### src/rtl/tkf_pkg.sv
package tkf_pkg;
   localparam int COEF_W = 6;
   localparam int SH_W   = 3;

   typedef struct packed {
      logic [COEF_W-1:0] k_ctr;
      logic [COEF_W-1:0] k_side;
      logic [COEF_W-1:0] k_vert;
      logic [SH_W-1:0]   sh;
   } tkf_cfg_t;

   // Derive the shift-add coefficients for one table row.
   function automatic tkf_cfg_t cfg_lookup(input logic [1:0] sel);
      int s_v, c_v, sh_v, d_v, e_v;
      tkf_cfg_t r;
      case (sel)
         2'd0:    begin s_v = 4;  c_v = 2; sh_v = 3; end
         2'd1:    begin s_v = 6;  c_v = 3; sh_v = 4; end
         2'd2:    begin s_v = 10; c_v = 5; sh_v = 5; end
         default: begin s_v = 3;  c_v = 1; sh_v = 2; end
      endcase
      d_v = s_v - c_v;
      e_v = d_v - 1;
      r.k_side = COEF_W'(d_v);
      r.k_vert = COEF_W'(e_v);
      r.k_ctr  = COEF_W'((1 << sh_v) + 2 * d_v + e_v);
      r.sh     = SH_W'(sh_v);
      return r;
   endfunction
endpackage

### src/rtl/tk_rcu.sv
module tk_rcu #(
   parameter int IN_W  = 9,
   parameter int CW    = 6,
   parameter int OUT_W = 15
) (
   input  logic [IN_W-1:0]  x,
   input  logic [CW-1:0]    k,
   output logic [OUT_W-1:0] y
);
   if (OUT_W < IN_W + CW) begin : g_bad_w
      $error("tk_rcu: OUT_W too narrow");
   end

   logic [OUT_W-1:0] part [CW];

   for (genvar b = 0; b < CW; b++) begin : g_term
      assign part[b] = k[b] ? (OUT_W'(x) << b) : '0;
   end

   always_comb begin
      y = '0;
      for (int b = 0; b < CW; b++) y = y + part[b];
   end
endmodule

### src/rtl/tk_half.sv
module tk_half #(
   parameter int PW    = 8,
   parameter int CW    = 6,
   parameter int SHW   = 3,
   parameter int ACC_W = 18
) (
   input  logic           clk,
   input  logic           rst_n,
   input  logic           ld1,
   input  logic           ld2,
   input  logic [PW-1:0]  ctr,
   input  logic [PW-1:0]  sa,
   input  logic [PW-1:0]  sb,
   input  logic [PW-1:0]  vt,
   input  logic [CW-1:0]  k_ctr,
   input  logic [CW-1:0]  k_side,
   input  logic [CW-1:0]  k_vert,
   input  logic [SHW-1:0] sh2,
   output logic [PW-1:0]  pix
);
   localparam int PC_W = PW + CW;
   localparam int PS_W = PW + 1 + CW;
   localparam int MAXV = (1 << PW) - 1;

   if (ACC_W < PS_W + 2) begin : g_bad_acc
      $error("tk_half: ACC_W too narrow");
   end

   logic [PW:0]     side_sum;
   logic [PC_W-1:0] m_ctr, r_ctr;
   logic [PS_W-1:0] m_side, r_side;
   logic [PC_W-1:0] m_vert, r_vert;

   assign side_sum = {1'b0, sa} + {1'b0, sb};

   tk_rcu #(.IN_W(PW),   .CW(CW), .OUT_W(PC_W)) u_rc_c (.x(ctr),      .k(k_ctr),  .y(m_ctr));
   tk_rcu #(.IN_W(PW+1), .CW(CW), .OUT_W(PS_W)) u_rc_s (.x(side_sum), .k(k_side), .y(m_side));
   tk_rcu #(.IN_W(PW),   .CW(CW), .OUT_W(PC_W)) u_rc_v (.x(vt),       .k(k_vert), .y(m_vert));

   // stage 1: register the three multiples
   always_ff @(posedge clk or negedge rst_n) begin
      if (!rst_n) begin
         r_ctr  <= '0;
         r_side <= '0;
         r_vert <= '0;
      end else if (ld1) begin
         r_ctr  <= m_ctr;
         r_side <= m_side;
         r_vert <= m_vert;
      end
   end

   // stage 2: combine, normalise, saturate
   logic signed [ACC_W-1:0] acc, shr;
   logic [PW-1:0]           sat;

   always_comb begin
      acc = $signed(ACC_W'(r_ctr)) - $signed(ACC_W'(r_side)) - $signed(ACC_W'(r_vert));
      shr = acc >>> sh2;
      if (shr < 0)                         sat = '0;
      else if (shr > ACC_W'(MAXV))         sat = PW'(MAXV);
      else                                 sat = shr[PW-1:0];
   end

   always_ff @(posedge clk or negedge rst_n) begin
      if (!rst_n)   pix <= '0;
      else if (ld2) pix <= sat;
   end
endmodule

### src/rtl/tkfilt_top.sv
module tkfilt_top #(
   parameter int PW    = 8,
   parameter int LANES = 1,
   parameter int ACC_W = 18
) (
   input  logic                       clk,
   input  logic                       rst_n,
   input  logic                       frame_start,
   input  logic [1:0]                 sel_in,
   input  logic                       valid_in,
   input  logic [2*(LANES+2)*PW-1:0]  win_in,
   output logic                       valid_out,
   output logic [2*LANES*PW-1:0]      pix_out
);
   import tkf_pkg::*;

   localparam int COLS = LANES + 2;

   if (PW < 2 || PW > 12) begin : g_bad_pw
      $error("tkfilt_top: PW out of range");
   end
   if (LANES < 1) begin : g_bad_lanes
      $error("tkfilt_top: LANES must be positive");
   end

   tkf_cfg_t         cfg_q, cfg_eff;
   logic             s1_valid;
   logic [SH_W-1:0]  s1_sh;

   assign cfg_eff = frame_start ? cfg_lookup(sel_in) : cfg_q;

   always_ff @(posedge clk or negedge rst_n) begin
      if (!rst_n) begin
         cfg_q     <= cfg_lookup(2'd0);
         s1_valid  <= 1'b0;
         s1_sh     <= '0;
         valid_out <= 1'b0;
      end else begin
         if (frame_start) cfg_q <= cfg_eff;
         s1_valid  <= valid_in;
         if (valid_in) s1_sh <= cfg_eff.sh;
         valid_out <= s1_valid;
      end
   end

   for (genvar ln = 0; ln < LANES; ln++) begin : g_lane
      for (genvar rr = 0; rr < 2; rr++) begin : g_row
         localparam int OWN = rr;
         localparam int OTH = 1 - rr;
         tk_half #(.PW(PW), .CW(COEF_W), .SHW(SH_W), .ACC_W(ACC_W)) u_half (
            .clk    (clk),
            .rst_n  (rst_n),
            .ld1    (valid_in),
            .ld2    (s1_valid),
            .ctr    (win_in[(OWN*COLS + ln + 1)*PW +: PW]),
            .sa     (win_in[(OWN*COLS + ln)*PW +: PW]),
            .sb     (win_in[(OWN*COLS + ln + 2)*PW +: PW]),
            .vt     (win_in[(OTH*COLS + ln + 1)*PW +: PW]),
            .k_ctr  (cfg_eff.k_ctr),
            .k_side (cfg_eff.k_side),
            .k_vert (cfg_eff.k_vert),
            .sh2    (s1_sh),
            .pix    (pix_out[(rr*LANES + ln)*PW +: PW])
         );
      end
   end
endmodule

### config.mk
export PLATFORM = sky130hd
export DESIGN_NAME = tkfilt_top
export DESIGN_NICKNAME = d
export VERILOG_FILES = /design/src/rtl/tkf_pkg.sv /design/src/rtl/tk_rcu.sv /design/src/rtl/tk_half.sv /design/src/rtl/tkfilt_top.sv
export SDC_FILE = /design/constraint.sdc
export NUM_CORES = 1
export LEC_CHECK = 0
export ABC_AREA = 1
export BUFFER_PORTS_ARGS = -buffer_cell sky130_fd_sc_hd__buf_2
export CAP_MARGIN = 5
export CORE_AREA = 5 5 222 267
export DETAILED_ROUTE_END_ITERATION = 6
export DIE_AREA = 0 0 227 272
export PLACE_DENSITY = 0.62
export SYNTH_ARGS = -nofsm -noshare
export SYNTH_HDL_FRONTEND = slang
export SYNTH_HIERARCHICAL = 1
export SYNTH_SLANG_ARGS = --single-unit
### constraint.sdc
create_clock -name clk -period 8.7 [get_ports clk]
set_input_delay 1.74 -clock clk [delete_from_list [all_inputs] [get_ports clk]]
set_output_delay 1.74 -clock clk [all_outputs]
set_load 0.01 [all_outputs]
* Word-level counts from Yosys, hierarchy flattened
Cells that the tools add are included. W data, S select, Z words.
Word-level totals: register bits 128, input port bits 54, output and inout bits 17, logic and storage cells 109
Cells by class: $add $sub $neg 40, magnitude comparators 4, equality and inequality tests 2, shift-type cells 3, mux-type cells 44, reductions and logical operators 1
Operators with widths (count):
- $add A14 B14 Y14 | 12
- $add A15 B15 Y15 | 6
- $mux W13 | 6
- $mux W12 | 6
- $mux W11 | 6
- $mux W8 | 8
- $mux W10 | 6
- $add A14 B10 Y14 | 4
- $mux W9 | 6
- $add A8 B9 Y10 | 4
- $gt A18 B9 Y1 const B | 2
- $lt A18 B1 Y1 const B | 2
- $sshr A18 B3 Y18 | 2
- $sub A18 B15 Y18 | 2
- $sub A14 B15 Y16 | 2
- $add A15 B11 Y15 | 2
- $mux W14 | 2
- $add A9 B10 Y11 | 2
- $mux W21 | 1
- $add A8 B8 Y9 | 2
- $pmux W3 S3 | 2
- $add A6 B6 Y6 | 2
- $pmux W4 S3 | 1
- $shl A1 B3 Y6 const A | 1
- other kinds (5) | 5

* Depth between registers and ports, before layout
word-level depth 12, gate-level depth with buffers 31, mapped depth without buffers 31

* Modules after synthesis
The synthesis kept the hierarchy.
By module, submodules not included:
- tk_half | instances 2, cells each 616, area an instance 4335.4 um^2, seq. area each 1276.2 um^2
- tk_rcu at g_lane[0].g_row[0].u_half.u_rc_c ... | instances 4, cells each 262, area an instance 1624.1 um^2, seq. area each 0.0 um^2
- tk_rcu at g_lane[0].g_row[0].u_half.u_rc_s | instances 1, cells each 296, area an instance 1840.5 um^2, seq. area each 0.0 um^2
- tk_rcu at g_lane[0].g_row[1].u_half.u_rc_s | instances 1, cells each 293, area an instance 1830.5 um^2, seq. area each 0.0 um^2
- tkfilt_top | instances 1, cells each 122, area an instance 1136.1 um^2, seq. area each 659.4 um^2

* Worst setup path before layout
OpenSTA, ideal clock, no wires.
path type input -> register, from in sel_in[0], to reg g_lane[0].g_row[0].u_half.r_ctr[13], setup time 0.125 ns, arrival time 5.951 ns, required time 8.575 ns, slack 2.625 ns, cell stages on the path 26, path buffers 1, path through inv_1 > ha_1 > inv_2 > nand2_4 > nand2_1 > clkbuf_1 > nand2_1 > inv_1 > ha_1 > inv_1 > fa_1 > xor2_1 > fa_1 > fa_1 > fa_1 > inv_1 > ha_1 > inv_1 > fa_1 > inv_1 > nand2_1 > nand2_1 > nand3_1 > nand3_1 > nand2_1 > mux2_2
RTL lines:
- start, declared | line tkfilt_top.sv:9 | input logic [1:0] sel_in,
- end signal, assigned | line tk_half.sv:47 | r_ctr <= m_ctr;
- end, declared | line tk_half.sv:30 | logic [PC_W-1:0] m_ctr, r_ctr;

==> results.md <==
* Post-Route Utilization at 0.383
* Maximum VDD drop at between 0.2 and 0.25 mV
* Final Skew at approximately 0.012 ns
* Hold-fix buffers, CTS at 0
* Period utilisation layout at 0.767
* Number of enable flip-flop cells after synthesis at 0
* Clk buf depth at 2
* Vias in the first global route at between 15000 and 20000
* FMAX at between 100 and 150 MHz
* Placer Congestion at roughly 0.90
* Post-synth cell types at 43
* Num Clock Sinks at roughly 130
* Skew-Pair Late Insertion Delay at approximately 0.45 ns
* Sequential share of power at 0.114
* Vias per cell at roughly 4.6
* Most used flip-flop cell after synthesis: dfrtp_1
* Pre-CTS WS at around 1.5 ns
* Buf+Inv Stages, Crit Path at 6
* Mean post-synth cell area at about 6.7 sq um
* Worst setup margin at roughly 2 ns
* Routed WL per cell at 12.8 um
* ANT cells at 0
* Delay-heaviest family, CP: adder cells
* Pre-antenna DRT Iters at 6
* Dpl cells at between 3000 and 4000
* Num CTS Buffers at 17
* Setup violators final at 0
* Synth warn at 6
* Reg-to-reg slack, setup at between 3 and 4 ns
* Startpoint Class: input pin
* Slowest stage delay, CP at ~0.69 ns
* Async S/R FF share, synth at 1.00
* Port Buffer Count at 70
* Slew Limit Fails at 0
* Sw power at between 4 and 5 mW
* LEAKAGE at between 10 and 15 nW
* Max-Cap Viols at 0
* # DRC at 0
* Critical path peak fanout at 21
* Die Wd at 227 um
* CTS tree: yes
* Starting Density at 0.353
* Initial antenna violation count at 0
* Die H at roughly 270 um
* Remaining antenna violation count at 0
* Total number of vias at between 15000 and 20000
* CP cell instances: buf_2 > inv_1 > o21ai_1 > buf_4 > nand2_1 > inv_1 > ha_1 > inv_1 > fa_1 > xor2_1 > fa_1 > fa_1 > fa_1 > inv_1 > ha_1 > fa_1 > nand3_1 > nand2_1 > nand3_1 > nand2_1 > nand2_1 > nand2_1 > nand2_1 > o21ai_0
* CP arrival at 6.98 ns
* Clk pwr share at 0.096
* Detail Placement HPWL at between 40 and 50 mm
* Postcts setup bufs at 0
* Final min period at about 6.7 ns
* CTS root buf: clkbuf_16
* Layout Cell Area excl Fill at approximately 22000 sq um
* Endpoints failing hold at 0
* Pwr Density at between 300 and 400 nW/um^2
* P&R area growth vs syn at 8.40%
* Synth Cell Area at about 20000 sq um
* First-pass GRT wire length at approximately 83 mm
* Area post-placement at roughly 21000 sq um
* Detailed Route WL at between 40 and 50 mm
* Drt initial violations at 623
* Slew headroom at 0.344
* Share of layout cells above drive strength 1 at 0.0815
* CP required at 9.00 ns
* Top-count cell post-synth: nand2_1
* Layout Cells excl Fill at ~3800
* Row cnt at 96
* Slew @ Worst Pin at approximately 1 ns
* Fill count at about 6100
* Core Region at around 57000 sq um
* Sw Ratio at 0.558
* Flop and latch count out of synthesis at between 100 and 150
* Comb power frac at 0.790
* Slowest library cell on the worst path: o21ai_1
* Worst-path clk slew at ~0.060 ns
* Register area share after synthesis at 0.161
* Largest cells by area after synthesis: nand2_1 (20%), dfrtp_1 (15%), fa_1 (14%)
* Setup TNS at 0 ns
* Top-Level Pins at 71
* Critical path's most frequent cell: nand2_1
* Gr usage total at 0.163
* Share of the synthesized area in the top cell type at 0.197
* H-tree levels at 4
* RSZ-0062 raised after global routing: no
* HP Class: flop to flop
* Resized cells post-CTS at 0
* Overflow after GRT at 0
* Mapped Nets at around 3400
* Internal power at about 3.3 mW
* WS Path Type: input pin to flop
* Final nets at approximately 3400
* Pin count of the biggest net entering global routing at 85
* Top cells by count, synth: nand2_1 (1046), inv_1 (632), ha_1 (221)
* Die ar. at 61700 sq um
* Status: complete, no violations
* Yosys top cell by area: nand2_1
* Mapped Cells at around 3000
* Element type at the critical path end: flop
-- power by group through the flow --
stage	Sequential, mW	Combinational (mW)	Clock, mW
global route	0.860	6.81	0.759
detailed placement	0.857	5.91	0
global placement	0.853	5.86	0
finish	0.846	5.89	0.717
CTS	0.848	5.94	0.737
floorplan	0.835	4.64	0
-- metrics by stage --
| step | hold WS [ns] | total power, mW |
|---|---|---|
| after global placement | 0.448 | 6.71 |
| after detailed placement | 0.453 | 6.77 |
| after global routing | 0.485 | 8.43 |
| final | 0.463 | 7.45 |
| after CTS | 0.469 | 7.52 |
| after floorplan | 0.413 | 5.47 |
-- cell usage in the layout, fill, tap and decap left out, types with 6 or more instances in the layout --
| master | n |
|---|---|
| and2_1 | 6 |
| buf_4 | 13 |
| a21o_1 | 7 |
| o21ai_0 | 92 |
| nand4_1 | 12 |
| mux2_2 | 30 |
| a21oi_1 | 73 |
| inv_1 | 632 |
| dfstp_2 | 7 |
| ha_1 | 221 |
| xnor2_1 | 30 |
| a31oi_1 | 14 |
| fa_1 | 144 |
| buf_2 | 68 |
| nor2_2 | 8 |
| clkbuf_16 | 17 |
| nand2_2 | 28 |
| nand3_2 | 23 |
| nand3b_1 | 18 |
| xor2_1 | 52 |
| or2_1 | 16 |
| nand2_1 | 1046 |
| inv_2 | 17 |
| nand3_1 | 163 |
| o21ai_2 | 7 |
| dfrtp_1 | 121 |
| nor2_1 | 114 |
| nor3_1 | 6 |
-- area by class of cell --
class / count / area (sq um) / share of cell area
clock inverter: 14 / 148 / 0.00682
timing repair buffer: 82 / 449 / 0.0207
clock buffer: 18 / 429 / 0.0198
multi-input combinational: 2147 / 14000 / 0.649
inverter: 653 / 2450 / 0.113
tap: 735 / 920 / 0.0425
sequential: 128 / 3210 / 0.148
-- final timing paths --
path / from / to / depth (start not counted)
worst max-delay path: frame_start / g_lane[0].g_row[0].u_half/r_side[11]$_DFFE_PN0P_ / 24
worst min-delay path: cfg_q[9]$_DFFE_PN0P_ / cfg_q[9]$_DFFE_PN0P_ / 2
worst max register to register: cfg_q[10]$_DFFE_PN1P_ / g_lane[0].g_row[0].u_half/r_side[11]$_DFFE_PN0P_ / 23
worst min register to register: cfg_q[9]$_DFFE_PN0P_ / cfg_q[9]$_DFFE_PN0P_ / 2
max in group asynchronous: rst_n / cfg_q[9]$_DFFE_PN0P_ / 2
min in group asynchronous: rst_n / g_lane[0].g_row[0].u_half/r_vert[13]$_DFFE_PN0P_ / 1
-- layer usage --
layer | global-route usage | vias up | routed length [um]
met2 | 0.302 | 197 | 24800
met1 | 0.194 | 8009 | 20900
met3 | 0.0170 | 82 | 993
li1 | - | 9132 | -
met5 | 0 | - | 0
met4 | 0.0598 | 0 | 1750
-- sequential cells by signal (all words and copies together) (netlist names) --
| signal | cells |
|---|---|
| s1_sh | 3 |
| g_lane.g_row.u_half/pix | 16 |
| s1_valid | 1 |
| g_lane.g_row.u_half/r_ctr | 28 |
| valid_out | 1 |
| cfg_q | 21 |
| g_lane.g_row.u_half/r_vert | 28 |
| g_lane.g_row.u_half/r_side | 30 |
-- logic make-up after synthesis --
family                     after synthesis  synth area share
AOI/OAI and AO/OA                      214            0.0594
buffers and inverters                  716             0.136
xor gates and xnor gates                82            0.0360
DFF                                    128             0.161
adders and majority gates              365             0.283
muxes                                   32            0.0179
and+or+nand+nor                       1454             0.307
-- tightest hold or removal path, cell delays in order, from the launching register on --
cell     delay, ns
dfrtp_1       0.32
nand2_1       0.06
nand2_1       0.05
Power figures use the tool's default switching activity.
